### config.mk
export PLATFORM = sky130hd
export DESIGN_NAME = strided_vload
export DESIGN_NICKNAME = d
export VERILOG_FILES = /design/src/rtl/vld_pkg.sv /design/src/rtl/vld_addr_gen.sv /design/src/rtl/vld_bank_track.sv /design/src/rtl/vld_writeback.sv /design/src/rtl/strided_vload.sv
export SDC_FILE = /design/constraint.sdc
export NUM_CORES = 1
export LEC_CHECK = 0
export BUFFER_PORTS_ARGS = -buffer_cell sky130_fd_sc_hd__buf_4
export CAP_MARGIN = 20
export CORE_MARGIN = 2
export CORE_UTILIZATION = 55
export DETAILED_ROUTE_END_ITERATION = 10
export PLACE_DENSITY = 0.92
export SLEW_MARGIN = 20
export SYNTH_ARGS = -nofsm -noshare
export SYNTH_HDL_FRONTEND = slang
export SYNTH_SLANG_ARGS = --single-unit
### constraint.sdc
create_clock -name clk -period 6.5 [get_ports clk]
set_input_delay 1.3 -clock clk [delete_from_list [all_inputs] [get_ports clk]]
set_output_delay 1.3 -clock clk [all_outputs]
set_load 0.03 [all_outputs]
### src/rtl/vld_pkg.sv
package vld_pkg;
  typedef enum logic [1:0] {
    ST_IDLE  = 2'd0,
    ST_RUN   = 2'd1,
    ST_DRAIN = 2'd2
  } vld_state_e;
endpackage

### src/rtl/vld_addr_gen.sv
module vld_addr_gen #(
  parameter int ADDR_W = 16,
  parameter int BANK_W = 3,
  localparam int ROW_W = ADDR_W - BANK_W
) (
  input  logic              clk,
  input  logic              rst_n,
  input  logic              load_i,
  input  logic [ADDR_W-1:0] base_i,
  input  logic [ADDR_W-1:0] stride_i,
  input  logic              adv_i,
  output logic [BANK_W-1:0] bank_o,
  output logic [ROW_W-1:0]  row_o
);
  logic [ADDR_W-1:0] cur_q;
  logic [ADDR_W-1:0] stride_q;

  // running address: one adder, no multiplier per element
  always_ff @(posedge clk or negedge rst_n) begin
    if (!rst_n) begin
      cur_q    <= '0;
      stride_q <= '0;
    end else if (load_i) begin
      cur_q    <= base_i;
      stride_q <= stride_i;
    end else if (adv_i) begin
      cur_q    <= cur_q + stride_q;
    end
  end

  assign bank_o = cur_q[BANK_W-1:0];
  assign row_o  = cur_q[ADDR_W-1:BANK_W];
endmodule

### src/rtl/vld_bank_track.sv
module vld_bank_track #(
  parameter int NBANK    = 8,
  parameter int BANK_LAT = 6,
  localparam int BANK_W  = $clog2(NBANK),
  localparam int CNT_W   = $clog2(BANK_LAT + 1)
) (
  input  logic              clk,
  input  logic              rst_n,
  input  logic              issue_i,
  input  logic [BANK_W-1:0] issue_bank_i,
  output logic [NBANK-1:0]  free_o
);
  for (genvar b = 0; b < NBANK; b++) begin : g_bank
    logic [CNT_W-1:0] occ_q;

    // counts the remaining occupied cycles after the issue cycle
    always_ff @(posedge clk or negedge rst_n) begin
      if (!rst_n) begin
        occ_q <= '0;
      end else if (issue_i && issue_bank_i == BANK_W'(b)) begin
        occ_q <= CNT_W'(BANK_LAT - 1);
      end else if (occ_q != '0) begin
        occ_q <= occ_q - CNT_W'(1);
      end
    end

    assign free_o[b] = (occ_q == '0);
  end
endmodule

### src/rtl/vld_writeback.sv
module vld_writeback #(
  parameter int DATA_W = 32,
  parameter int MAX_VL = 64,
  localparam int IDX_W = $clog2(MAX_VL),
  localparam int VL_W  = $clog2(MAX_VL + 1)
) (
  input  logic              clk,
  input  logic              rst_n,
  input  logic              clr_i,
  input  logic [VL_W-1:0]   vl_i,
  input  logic              rsp_valid_i,
  input  logic [DATA_W-1:0] rsp_data_i,
  output logic              we_o,
  output logic [IDX_W-1:0]  idx_o,
  output logic [DATA_W-1:0] data_o,
  output logic              last_o
);
  logic [VL_W-1:0] cnt_q;

  always_ff @(posedge clk or negedge rst_n) begin
    if (!rst_n) begin
      cnt_q  <= '0;
      we_o   <= 1'b0;
      idx_o  <= '0;
      data_o <= '0;
      last_o <= 1'b0;
    end else begin
      we_o   <= rsp_valid_i;
      last_o <= 1'b0;
      if (clr_i) begin
        cnt_q <= '0;
      end else if (rsp_valid_i) begin
        idx_o  <= cnt_q[IDX_W-1:0];
        data_o <= rsp_data_i;
        cnt_q  <= cnt_q + VL_W'(1);
        last_o <= (cnt_q == vl_i - VL_W'(1));
      end
    end
  end
endmodule

### src/rtl/strided_vload.sv
module strided_vload #(
  parameter int ADDR_W   = 16,
  parameter int DATA_W   = 32,
  parameter int NBANK    = 8,
  parameter int BANK_LAT = 6,
  parameter int MAX_VL   = 64,
  parameter int VLIN_W   = 8,
  localparam int BANK_W  = $clog2(NBANK),
  localparam int ROW_W   = ADDR_W - BANK_W,
  localparam int IDX_W   = $clog2(MAX_VL),
  localparam int VL_W    = $clog2(MAX_VL + 1)
) (
  input  logic              clk,
  input  logic              rst_n,
  input  logic              start_i,
  input  logic [ADDR_W-1:0] base_i,
  input  logic [ADDR_W-1:0] stride_i,
  input  logic [VLIN_W-1:0] vlen_i,
  output logic              req_valid_o,
  output logic [BANK_W-1:0] req_bank_o,
  output logic [ROW_W-1:0]  req_row_o,
  input  logic              rsp_valid_i,
  input  logic [DATA_W-1:0] rsp_data_i,
  output logic              vreg_we_o,
  output logic [IDX_W-1:0]  vreg_idx_o,
  output logic [DATA_W-1:0] vreg_data_o,
  output logic              done_o
);
  import vld_pkg::*;

  vld_state_e      state_q;
  logic [VL_W-1:0] vl_q;
  logic [VL_W-1:0] iss_cnt_q;
  logic [VL_W-1:0] vl_clamp;
  logic [NBANK-1:0] bank_free;
  logic            accept;
  logic            issue;
  logic            last_issue;
  logic            wb_last;

  assign accept   = start_i && (state_q == ST_IDLE);
  assign vl_clamp = (vlen_i > VLIN_W'(MAX_VL)) ? VL_W'(MAX_VL) : VL_W'(vlen_i);

  vld_addr_gen #(.ADDR_W(ADDR_W), .BANK_W(BANK_W)) u_addr (
    .clk      (clk),
    .rst_n    (rst_n),
    .load_i   (accept),
    .base_i   (base_i),
    .stride_i (stride_i),
    .adv_i    (issue),
    .bank_o   (req_bank_o),
    .row_o    (req_row_o)
  );

  vld_bank_track #(.NBANK(NBANK), .BANK_LAT(BANK_LAT)) u_banks (
    .clk          (clk),
    .rst_n        (rst_n),
    .issue_i      (issue),
    .issue_bank_i (req_bank_o),
    .free_o       (bank_free)
  );

  vld_writeback #(.DATA_W(DATA_W), .MAX_VL(MAX_VL)) u_wb (
    .clk         (clk),
    .rst_n       (rst_n),
    .clr_i       (accept),
    .vl_i        (vl_q),
    .rsp_valid_i (rsp_valid_i),
    .rsp_data_i  (rsp_data_i),
    .we_o        (vreg_we_o),
    .idx_o       (vreg_idx_o),
    .data_o      (vreg_data_o),
    .last_o      (wb_last)
  );

  assign issue       = (state_q == ST_RUN) && bank_free[req_bank_o];
  assign last_issue  = issue && (iss_cnt_q == vl_q - VL_W'(1));
  assign req_valid_o = issue;

  always_ff @(posedge clk or negedge rst_n) begin
    if (!rst_n) begin
      state_q   <= ST_IDLE;
      vl_q      <= '0;
      iss_cnt_q <= '0;
      done_o    <= 1'b0;
    end else begin
      done_o <= 1'b0;
      unique case (state_q)
        ST_IDLE: begin
          if (accept) begin
            vl_q      <= vl_clamp;
            iss_cnt_q <= '0;
            if (vl_clamp == '0) done_o  <= 1'b1;
            else                state_q <= ST_RUN;
          end
        end
        ST_RUN: begin
          if (issue) iss_cnt_q <= iss_cnt_q + VL_W'(1);
          if (last_issue) state_q <= ST_DRAIN;
        end
        ST_DRAIN: begin
          if (wb_last) begin
            done_o  <= 1'b1;
            state_q <= ST_IDLE;
          end
        end
        default: state_q <= ST_IDLE;
      endcase
    end
  end
endmodule

; ---- Word-level counts from Yosys, hierarchy flattened
; Cells that the tools add are included.
[totals]
output_inout_bits = 57
wordCells = 132
regBits = 120
latch_bits = 0
inputBits = 76
romBits = 0
memories = 0
mem_bits_rw = 0
[op_classes]
shifts = 0
div = 0
n_addsub = 12
reduce_logical = 45
bitwise_logic = 1
n_lt_le_gt_ge = 2
n_eq_ne = 16
muxes = 37
n_mul = 0
[op_table]
columns = operator, count
row1 = $mux W3, 16
row2 = $mux W7, 5
row3 = $mux W16, 2
row4 = $logic_not A3 Y1, 9
row5 = $reduce_bool A3 Y1, 8
row6 = $sub A3 B1 Y3 const B, 8
row7 = $reduce_bool A2 Y1, 11
row8 = $add A16 B16 Y16, 1
row9 = $add A7 B1 Y7 const B, 2
row10 = $eq A7 B7 Y1, 2
row11 = $pmux W7 S2, 1
row12 = $eq A3 B3 Y1 const B, 4
row13 = $logic_and A1 B1 Y1, 11
row14 = $gt A8 B7 Y1 const B, 1
row15 = $mux W2, 4
row16 = $ne A2 B2 Y1 const B, 4
row17 = $logic_not A7 Y1, 1
row18 = $sub A7 B1 Y7 const B, 1
row19 = $eq A3 B2 Y1 const B, 2
row20 = $mux W1, 6
row21 = $pmux W2 S3, 1
row22 = $lt A3 B4 Y1 const B, 1
row23 = $reduce_and A2 Y1, 2
row24 = $reduce_and A4 Y1, 1
row25 = 9 further kinds, 9

; ---- Logic depth before layout (Yosys ltp)
; Gate-level depths: netlist (run 1).
[depth]
depth_word = 7
ltp_mapped = 11

; ---- Cells and area by module
; Synthesis (run 1) repeated with hierarchy kept, for this count alone.
[hier_totals]
hier_cells = 601
hier_area_um2 = 6466.2
[modules_own_cells]
columns = module, instances, seq_area_each_um2, area_per_inst_um2, cells_each
row1 = vld_addr_gen, 1, 800.8, 2034.5, 200
row2 = vld_writeback, 1, 1176.1, 2025.7, 148
row3 = vld_bank_track, 1, 600.6, 1371.3, 141
row4 = strided_vload, 1, 425.4, 1034.7, 112

; ---- Worst setup path after synthesis (run 1)
; OpenSTA, ideal clock, no wires.
[synth_timing]
kind = reg2out
startpoint = register u_banks.g_bank[5].occ_q[0]
endpoint = output req_valid_o
arrival_time_ns = 1.812
stages_incl_launch_ff = 9
path_buffers = 1
setup_slack_ns = 3.388
path_cell_list = dfrtp_1 -> inv_1 -> ha_1 -> nand2b_4 -> mux4_2 -> nor2_8 -> a21oi_4 -> clkinv_2 -> buf_2
[synth_via]
elab_chain_cells = 4
[synth_rtl]
columns = item, line
row1 = start: declaration, vld_bank_track.sv:14  ; logic [CNT_W-1:0] occ_q;
row2 = start signal: assignment, vld_bank_track.sv:21  ; occ_q <= CNT_W'(BANK_LAT - 1);
row3 = start signal: assignment, vld_bank_track.sv:23  ; occ_q <= occ_q - CNT_W'(1);
row4 = $logic_not A3 Y1, vld_bank_track.sv:27  ; assign free_o[b] = (occ_q == '0);
row5 = $bmux W1 S3, strided_vload.sv:76  ; assign issue = (state_q == ST_RUN) && bank_free[req_bank_o];
row6 = $mux W1 (not written as such), strided_vload.sv:76
row7 = $logic_and A1 B1 Y1, strided_vload.sv:76
row8 = end: declaration, strided_vload.sv:19  ; output logic req_valid_o,
; No other way between the ends. The select of a mux whose other input is x is not followed.

; ---- Worst setup path after layout (run 1)
[layout_timing]
startpoint = register u_banks.g_bank[6].occ_q[0]
endpoint = output req_valid_o
[layout_via]
elab_chain_cells = 4
[layout_rtl]
columns = item, line
row1 = start: declaration, vld_bank_track.sv:14
row2 = start signal: assignment, vld_bank_track.sv:21
row3 = start signal: assignment, vld_bank_track.sv:23
row4 = $logic_not A3 Y1, vld_bank_track.sv:27
row5 = $bmux W1 S3, strided_vload.sv:76
row6 = $mux W1 (not written as such), strided_vload.sv:76
row7 = $logic_and A1 B1 Y1, strided_vload.sv:76
; No other way between the ends. The select of a mux whose other input is x is not followed.

==> metrics, run 1 <==
status finished, final reports clean; reg2reg setup slack 3.46 ns; placer congestion estimate 0.893; Design Power 4480 uW; hold path cells 1; htree depth 4; post-layout net count 843; drt pass-1 iters 5; Main synth FF type dfrtp_1; Core ar. 0.0108 mm2; Final setup violation count 0; worst-margin pin slew 0.824 ns; initial antenna violation count 0; vias 5171; number of synthesized flops with an enable pin 0; worst path required time 5.20 ns; clock skew 0.0121 ns; crit path DAT 3.18 ns; multi-input logic area 0.00297 mm2; cell area after placement 0.00726 mm2; Area Overhead vs Synth 28.7%; CP endpoint kind output pin; sequential-to-total area share from yosys stat 48.9%; clk buf depth 2; cell taking the most area after synthesis dfrtp_1; setup_tns 0 ns; synthesized flop and latch total 120; share of cells above drive strength 1 29.0%; antenna diode count 0; cts bufs inserted 17; period utilisation layout 69.0%; Max FO, Critical Path 24; pin count of the biggest net entering global routing 68; Syn Inst Count 596; Ports 133; Initial Util 56.6%; Netlist Area Pre-Place 0.00614 mm2; initial DRC count 392; Chip Width 110 um; fin area 0.00790 mm2; Max Cap Viol 0; Yosys top cell area share 48.9%; vias per cell 5.84; worst hold margin 0.468 ns; Remaining Overflow, GRT 0; Chip Height 110 um; GRT Total Usage 29.1%; # DRC 0; Max VDD drop 0.000328 V; Pwr per Cell Area 567 mW/mm2; Site Rows 38; fin. max-slew vios 0; min-delay worst type register to register; synth top area cells dfrtp_1 (49%), mux2_2 (7.0%), ha_1 (6.9%), nand2_1 (6.2%), nor2_1 (3.4%); CTS Hold Buffers Added 0; startpoint class of the critical path register; post-CTS sizing 0; R2R depth 10; Post-DRT Antenna Nets 0; Max Freq 0.223 GHz; CTS sink cnt 120; # port buffers 132; minimum clock period 4.48 ns; leakage 0.00385 uW; worst skew pair latency 0.54 ns; final hold vios 0; most frequent cell after synthesis dfrtp_1; first-pass GRT wire length 26500 um; Post-Syn Nets 707; CTS tree yes; final wirelength 16400 um; clk slew on worst S/H paths 0.06 ns; Yosys cell types 49; RSZ-0062 raised after global routing no; vias in the first global route 5530; YS warnings 0; Core Util, Final 72.9%; critical path type register to output pin; postcts setup bufs 0; Seq. cell area 0.00300 mm2; post-synthesis area per instance 10.3 um2; relative slew slack 45.0%; clk root buf clkbuf_8; commonest cells in the netlist dfrtp_1 (120), nand2_1 (101), nor2_1 (56), mux2_2 (38), ha_1 (34); die area 0.0120 mm2; Async SR Flop Fraction 100%; Fillers 694; WL/cell 18.6 um; HPWL after detailed placement 10500 um
[sequential cells by signal, summed over array words and instances (netlist names)]
| name | count |
|---|---|
| state_q | 2 |
| done_o | 1 |
| u_wb.we_o | 1 |
| iss_cnt_q | 7 |
| u_addr.cur_q | 16 |
| u_wb.idx_o | 6 |
| u_banks.g_bank.occ_q | 24 |
| u_wb.data_o | 32 |
| u_addr.stride_q | 16 |
| vl_q | 7 |
| u_wb.last_o | 1 |
| u_wb.cnt_q | 7 |
[logic make-up (layout without fill, tap and decap cells)]
logic type	Yosys count	in the layout	synth area share (%)
flops	120	120	48.9
xor+xnor	44	44	6.28
mux	47	47	8.85
fa+ha+maj	35	35	7.26
buf+inv	43	192	2.67
simple gates	215	215	16.0
compound gates	92	92	9.99
[per-stage QoR]
step | setup slack, ns | instances
after floorplan | 3.39 | 596
after global placement | 2.77 | 853
after detailed placement | 2.66 | 853
after CTS | 2.05 | 885
after global routing | 1.91 | 885
final | 2.02 | 885
[cell type report]
cell class	count	share of cell area, %
clock buffer	18	5.42
clock inverter	14	2.68
inverter	24	1.16
multi-input combinational	433	37.6
sequential	120	38.0
tap	140	2.22
timing repair buffer	136	12.9
[per-layer routing]
layer	global-route usage [%]	part of all wire [%]
met1	32.1	37
met2	51.2	52
met3	9.07	7.8
met4	13.6	3.3
met5	0	0
[worst paths after layout]
path / from / to
worst max-delay path: u_banks.g_bank[6].occ_q[0] / req_valid_o
worst min-delay path: u_wb.last_o / state_q[1]
worst max register to register: u_banks.g_bank[6].occ_q[0] / iss_cnt_q[6]
worst min register to register: u_wb.last_o / state_q[1]
max in group asynchronous: rst_n / u_addr.cur_q[13]
min in group asynchronous: rst_n / u_wb.data_o[30]
[critical path, cell delays in order, from the launching register on]
cell	delay [ns]
dfrtp_1	0.37
inv_1	0.09
ha_1	0.22
nor2b_1	0.18
mux4_2	0.53
a21oi_4	0.58
clkinv_2	0.40
buf_4	0.28
[where the power goes]
group / internal [uW] / leakage (uW) / switching (uW) / total (uW)
logic: 900 / 0.00209 / 1260 / 2160
clock network: 646 / 0.000311 / 380 / 1030
registers: 1030 / 0.00145 / 265 / 1290
total: 2570 / 0.00385 / 1900 / 4480
[placed cells by master, fill, tap and decap left out, drive strengths merged, types with 7 or more instances in the layout]
cell type    n
a21o         9
a21oi       18
a31oi       10
buf        136
clkbuf      18
dfrtp      120
ha          34
inv         30
mux2        38
mux2i        7
nand2      101
nand2b       9
nand3        8
nor2        57
nor2b        9
nor3         9
o21ai       15
o22ai        9
xnor2       21
xor2        23
No activity file was read; power rests on OpenSTA's default activity.
==> run 2: changes to the inputs <==
==> constraint.sdc (replaced) <==
create_clock -name clk -period 4.5 [get_ports clk]
set_input_delay 0.9 -clock clk [delete_from_list [all_inputs] [get_ports clk]]
set_output_delay 0.9 -clock clk [all_outputs]
set_load 0.03 [all_outputs]
==> run 2 against run 1 <==
First-iteration DRC count increased by 5.9%. Largest power group unchanged. Non-clock buffer count is 1 higher. Wire length up 0.37%. Critical path depth is the same. Die area is the same. Sequential cell count unchanged. Combinational power up 44%. Global-route usage increased by 0.26 points. Clock skew increased by 0.00057 ns. Sequential share of layout area fell by 0.084 points.
==> metrics, run 2 (synthesis results as in run 1) <==
Remaining Overflow, GRT 0 (unchanged); min-delay worst type primary input to async pin; final hold vios 0 (unchanged); startpoint class of the critical path register; relative slew slack 50.1% (+5.0 points); Pwr per Cell Area 818 mW/mm2 (+44%); Post-DRT Antenna Nets 0 (unchanged); CTS sink cnt 120 (unchanged); worst-path cell chain inv_1, ha_1, nor2b_1, mux4_2, a21oi_4, clkinv_2, buf_4; HPWL after detailed placement 11200 um (+6.9%); WL/cell 18.6 um (+0.25%); worst skew pair latency 0.52 ns (-0.02 ns); Max Freq 0.246 GHz; first-pass GRT wire length 27200 um (+2.7%); CTS tree yes; CTS Hold Buffers Added 0 (unchanged); Core ar. 0.0108 mm2 (unchanged); die area 0.0120 mm2 (unchanged); htree depth 4 (unchanged); vias 5195 (+0.46%); postcts setup bufs 0 (unchanged); worst hold margin 0.364 ns (-0.104 ns); vias in the first global route 5691 (+2.9%); leakage 0.00386 uW (about the same); share of cells above drive strength 1 29.1% (+0.095 points); CP endpoint kind output pin; minimum clock period 4.07 ns; Site Rows 38 (unchanged); Biggest register u_wb.data_o; clk slew on worst S/H paths 0.06 ns (about the same); clock skew 0.0127 ns (+0.000574 ns); Core Util, Final 73.0% (+0.16 points); Crit path max-delay family buffers and inverters; most common cell after layout, fill and taps aside buf_4; initial antenna violation count 0 (unchanged); crit path DAT 3.17 ns (about the same); GRT Total Usage 29.4% (+0.26 points); clk root buf clkbuf_8; # port buffers 132 (unchanged); most frequent cells in the layout buf_4 (137), dfrtp_1 (120), nand2_1 (101); max reg flops 32 (unchanged); status finished, final reports clean; post-layout net count 844 (+0.12%); Max Cap Viol 0 (unchanged); placer congestion estimate 0.891 (-0.22%); slowest CP cell a21oi_4; Area Overhead vs Synth 29.0%; Largest regs u_wb.data_o x32, u_banks.g_bank.occ_q x24; cts bufs inserted 17 (unchanged); RSZ-0062 raised after global routing no; worst path required time 3.60 ns (-1.60 ns); clk buf depth 2 (unchanged); setup_tns 0 ns (unchanged); drt pass-1 iters 5 (unchanged); Max FO, Critical Path 24 (unchanged); Final setup violation count 0 (unchanged); Chip Height 110 um (unchanged); Worst Path Buf+Inv 3 (unchanged); Chip Width 110 um (unchanged); Max VDD drop 0.000458 V (+40%); period utilisation layout 90.4%; # DRC 0 (unchanged); Initial Util 56.6% (unchanged); fin. max-slew vios 0 (unchanged); post-CTS sizing 0 (unchanged); antenna diode count 0 (unchanged); final wirelength 16500 um (+0.37%); max incr delay on CP 0.59 ns (about the same); pin count of the biggest net entering global routing 44 (-35%); Fillers 668 (-3.7%); worst-margin pin slew 0.745 ns (-0.0797 ns); critical path type register to output pin; initial DRC count 415 (+5.9%); Ports 133 (unchanged); vias per cell 5.86 (+0.35%)
## run 2: cell count changes in the layout (fill, tap and decap cells not counted), sizes merged
| cell | before | now |
|---|---|---|
| inv | 30 | 25 |
| buf | 136 | 137 |
| clkinv | 3 | 5 |
| bufinv | 4 | 5 |
| clkinvlp | 1 | 3 |
## run 2: worst paths after layout
path	end	startpoint	slack [ns]	cells after the start
max in group asynchronous	u_wb.data_o[23]	rst_n	3.19	2
max reg2reg	u_addr.cur_q[12]	u_addr.cur_q[0]	1.40	10
min in group clk	state_q[1]	u_wb.last_o	0.45	1
min	u_wb.data_o[30]	rst_n	0.36	1
min reg2reg	state_q[1]	u_wb.last_o	0.45	1
max	req_valid_o	u_banks.g_bank[7].occ_q[0]	0.43	7
## run 2: routing by layer
layer  global-route usage, %  part of all wire [%]  vias to the layer above
li1                        -                     -                     2322
met1                    33.1                    37                     2576
met2                    51.3                    52                      244
met3                    9.84                   7.4                       53
met4                    11.7                   3.0                        0
met5                       0                     0                        -
## run 2: where the power goes
| group | total [uW] | internal (uW) | switching [uW] | leakage (uW) |
|---|---|---|---|---|
| clock | 1490 | 975 | 514 | 0.000308 |
| combinational | 3120 | 1300 | 1820 | 0.00210 |
| sequential | 1860 | 1490 | 376 | 0.00145 |
## run 2: cell type report
type,instances,area [um2],share of cell area (%)
clock buffers,18,428,5.41
inverters,24,91.3,1.15
repair buffers,137,1030,13.0
flip-flops and latches,120,3000,37.9
multi-input cells,433,2970,37.5
well taps,140,175,2.21
clock inverters,14,221,2.80
## run 2: stage by stage
stage                     setup WS (ns)  instance area [um2]  instances  power (uW)
after floorplan                    1.79                 6140        596        4010
after global placement             1.17                 7270        854        4610
after detailed placement           1.05                 7270        854        4830
after CTS                         0.463                 7920        886        6450
after global routing              0.284                 7920        886        6860
final                             0.431                 7920        886        6470
==> run 3: changes to the inputs <==
--- a/config.mk
+++ b/config.mk
@@ -9,6 +9,7 @@
 export CAP_MARGIN = 20
 export CORE_MARGIN = 2
 export CORE_UTILIZATION = 55
+export CTS_BUF_LIST = sky130_fd_sc_hd__clkbuf_4
 export DETAILED_ROUTE_END_ITERATION = 10
 export PLACE_DENSITY = 0.92
 export SLEW_MARGIN = 20
==> constraint.sdc (replaced) <==
create_clock -name clk -period 4.8 [get_ports clk]
set_input_delay 0.96 -clock clk [delete_from_list [all_inputs] [get_ports clk]]
set_output_delay 0.96 -clock clk [all_outputs]
set_load 0.03 [all_outputs]
==> run 3 against run 2 <==
Clock-buffer cell count decreased by 1. Cell count unchanged. Non-clock buffer count unchanged. Worst setup slack improved by 0.22 ns. Power decreased by 17%. Sequential cell count unchanged. Clock power decreased by 46%. Register-to-register slack improved by 0.38 ns. Wire length decreased by 10%. Highest routed layer unchanged. Sequential share of layout area increased by 1.7 points. Combinational power decreased by 9.3%.
==> metrics, run 3 (synthesis results as in run 1) <==
Max VDD drop 0.000394 V (-14%); placer congestion estimate 0.919 (+3.2%); min-delay worst type primary input to async pin; max reg flops 32 (unchanged); Post-DRT Antenna Nets 0 (unchanged); vias in the first global route 5268 (-7.4%); post-layout net count 844 (unchanged); clk buf depth 2 (unchanged); Max Freq 0.241 GHz; status finished, final reports clean; vias 5024 (-3.3%); initial antenna violation count 0 (unchanged); Chip Height 110 um (unchanged); htree depth 4 (unchanged); startpoint class of the critical path register; most common cell after layout, fill and taps aside buf_4; critical path type register to output pin; antenna diode count 0 (unchanged); clock skew 0.0159 ns (+0.00321 ns); r2r endpoint iss_cnt_q[6]; clk slew on worst S/H paths 0.12 ns (+0.06 ns); drt pass-1 iters 5 (unchanged); GRT Total Usage 26.6% (-2.8 points); Area Overhead vs Synth 23.6%; reg2reg setup slack 1.78 ns (+0.38 ns); Largest regs u_wb.data_o x32, u_banks.g_bank.occ_q x24; initial DRC count 317 (-24%); Ports 133 (unchanged); final hold vios 0 (unchanged); HPWL after detailed placement 10900 um (-2.9%); R2R depth 10 (unchanged); worst path required time 3.84 ns (+0.24 ns); worst skew pair latency 0.53 ns (about the same); pin count of the biggest net entering global routing 51 (+16%); final non-filler cell total 886 (unchanged); Pwr per Cell Area 706 mW/mm2 (-14%); postcts setup bufs 0 (unchanged); most frequent cells in the layout buf_4 (137), dfrtp_1 (120), nand2_1 (101); share of cells above drive strength 1 29.1% (unchanged); RSZ-0062 raised after global routing no; Biggest register u_wb.data_o; post-CTS sizing 0 (unchanged); leakage 0.00371 uW (-3.8%); worst hold margin 0.354 ns (-0.0100 ns); Initial Util 56.6% (unchanged); CTS tree yes; die area 0.0120 mm2 (unchanged); CTS Hold Buffers Added 0 (unchanged); minimum clock period 4.14 ns; final wirelength 14800 um (-10%); Site Rows 38 (unchanged); fin. max-slew vios 0 (unchanged); CP endpoint kind output pin; setup_tns 0 ns (unchanged); clk root buf clkbuf_4; relative slew slack 49.9% (-0.16 points); vias per cell 5.67 (-3.3%); Chip Width 110 um (unchanged); # port buffers 132 (unchanged); Max Cap Viol 0 (unchanged); Final setup violation count 0 (unchanged); first-pass GRT wire length 24300 um (-11%); # DRC 0 (unchanged); worst-margin pin slew 0.752 ns (+0.00686 ns); FF-to-FF Start u_banks.g_bank[2].occ_q[0]; Remaining Overflow, GRT 0 (unchanged); Max FO, Critical Path 24 (unchanged); Core ar. 0.0108 mm2 (unchanged); WL/cell 16.7 um (-10%); Placed Cells 854 (unchanged); CTS sink cnt 120 (unchanged); period utilisation layout 86.3%; cts bufs inserted 17 (unchanged); Core Util, Final 70.0% (-3.1 points); crit path DAT 3.18 ns (about the same)
-- run 3: power by group --
group / total [uW] / internal, uW / leakage, uW / switching (uW)
sequential: 1720 / 1390 / 0.00145 / 336
clock: 800 / 373 / 0.000162 / 427
combinational: 2830 / 1220 / 0.00210 / 1610
-- run 3: how the worst max path moves through the flow --
stage,startpoint,to,depth (start not counted)
floorplan,u_banks.g_bank[5].occ_q[0],req_valid_o,8
global placement,u_banks.g_bank[7].occ_q[0],req_valid_o,7
detailed placement,u_banks.g_bank[2].occ_q[0],req_valid_o,7
CTS,u_banks.g_bank[2].occ_q[0],req_valid_o,7
global route,u_banks.g_bank[2].occ_q[0],req_valid_o,7
finish,u_banks.g_bank[2].occ_q[0],req_valid_o,7
-- run 3: area by class of cell --
| class | count | area, um2 |
|---|---|---|
| clock buffers | 17 | 128 |
| clock inverters | 15 | 190 |
| fillers | 724 | 3260 |
| inverters | 24 | 91.3 |
| multi-input cells | 433 | 2970 |
| flip-flops and latches | 120 | 3000 |
| well taps | 140 | 175 |
| repair buffers | 137 | 1030 |
-- run 3: worst max-delay path, cell delays in order (launching register included) --
cell and delay, ns:
dfrtp_1 0.38, inv_1 0.08, ha_1 0.24, nor2b_1 0.20, mux4_2 0.52, a21oi_4 0.59, clkinv_2 0.36, buf_4 0.27
-- run 3: per-stage QoR --
stage               total power, uW  area (um2)  setup slack, ns
detailed placement             4540        7270             1.28
global route                   5760        7580            0.455
floorplan                      3760        6140             2.03
finish                         5360        7580            0.656
CTS                            5360        7580            0.667
global placement               4330        7270             1.40
-- run 3: layer usage --
| metal | wire length, um | GRT usage [%] |
|---|---|---|
| met1 | 5670 | 30.3 |
| met4 | 405 | 11.5 |
| met2 | 7680 | 46.4 |
| met3 | 1070 | 7.88 |
| met5 | 0 | 0 |
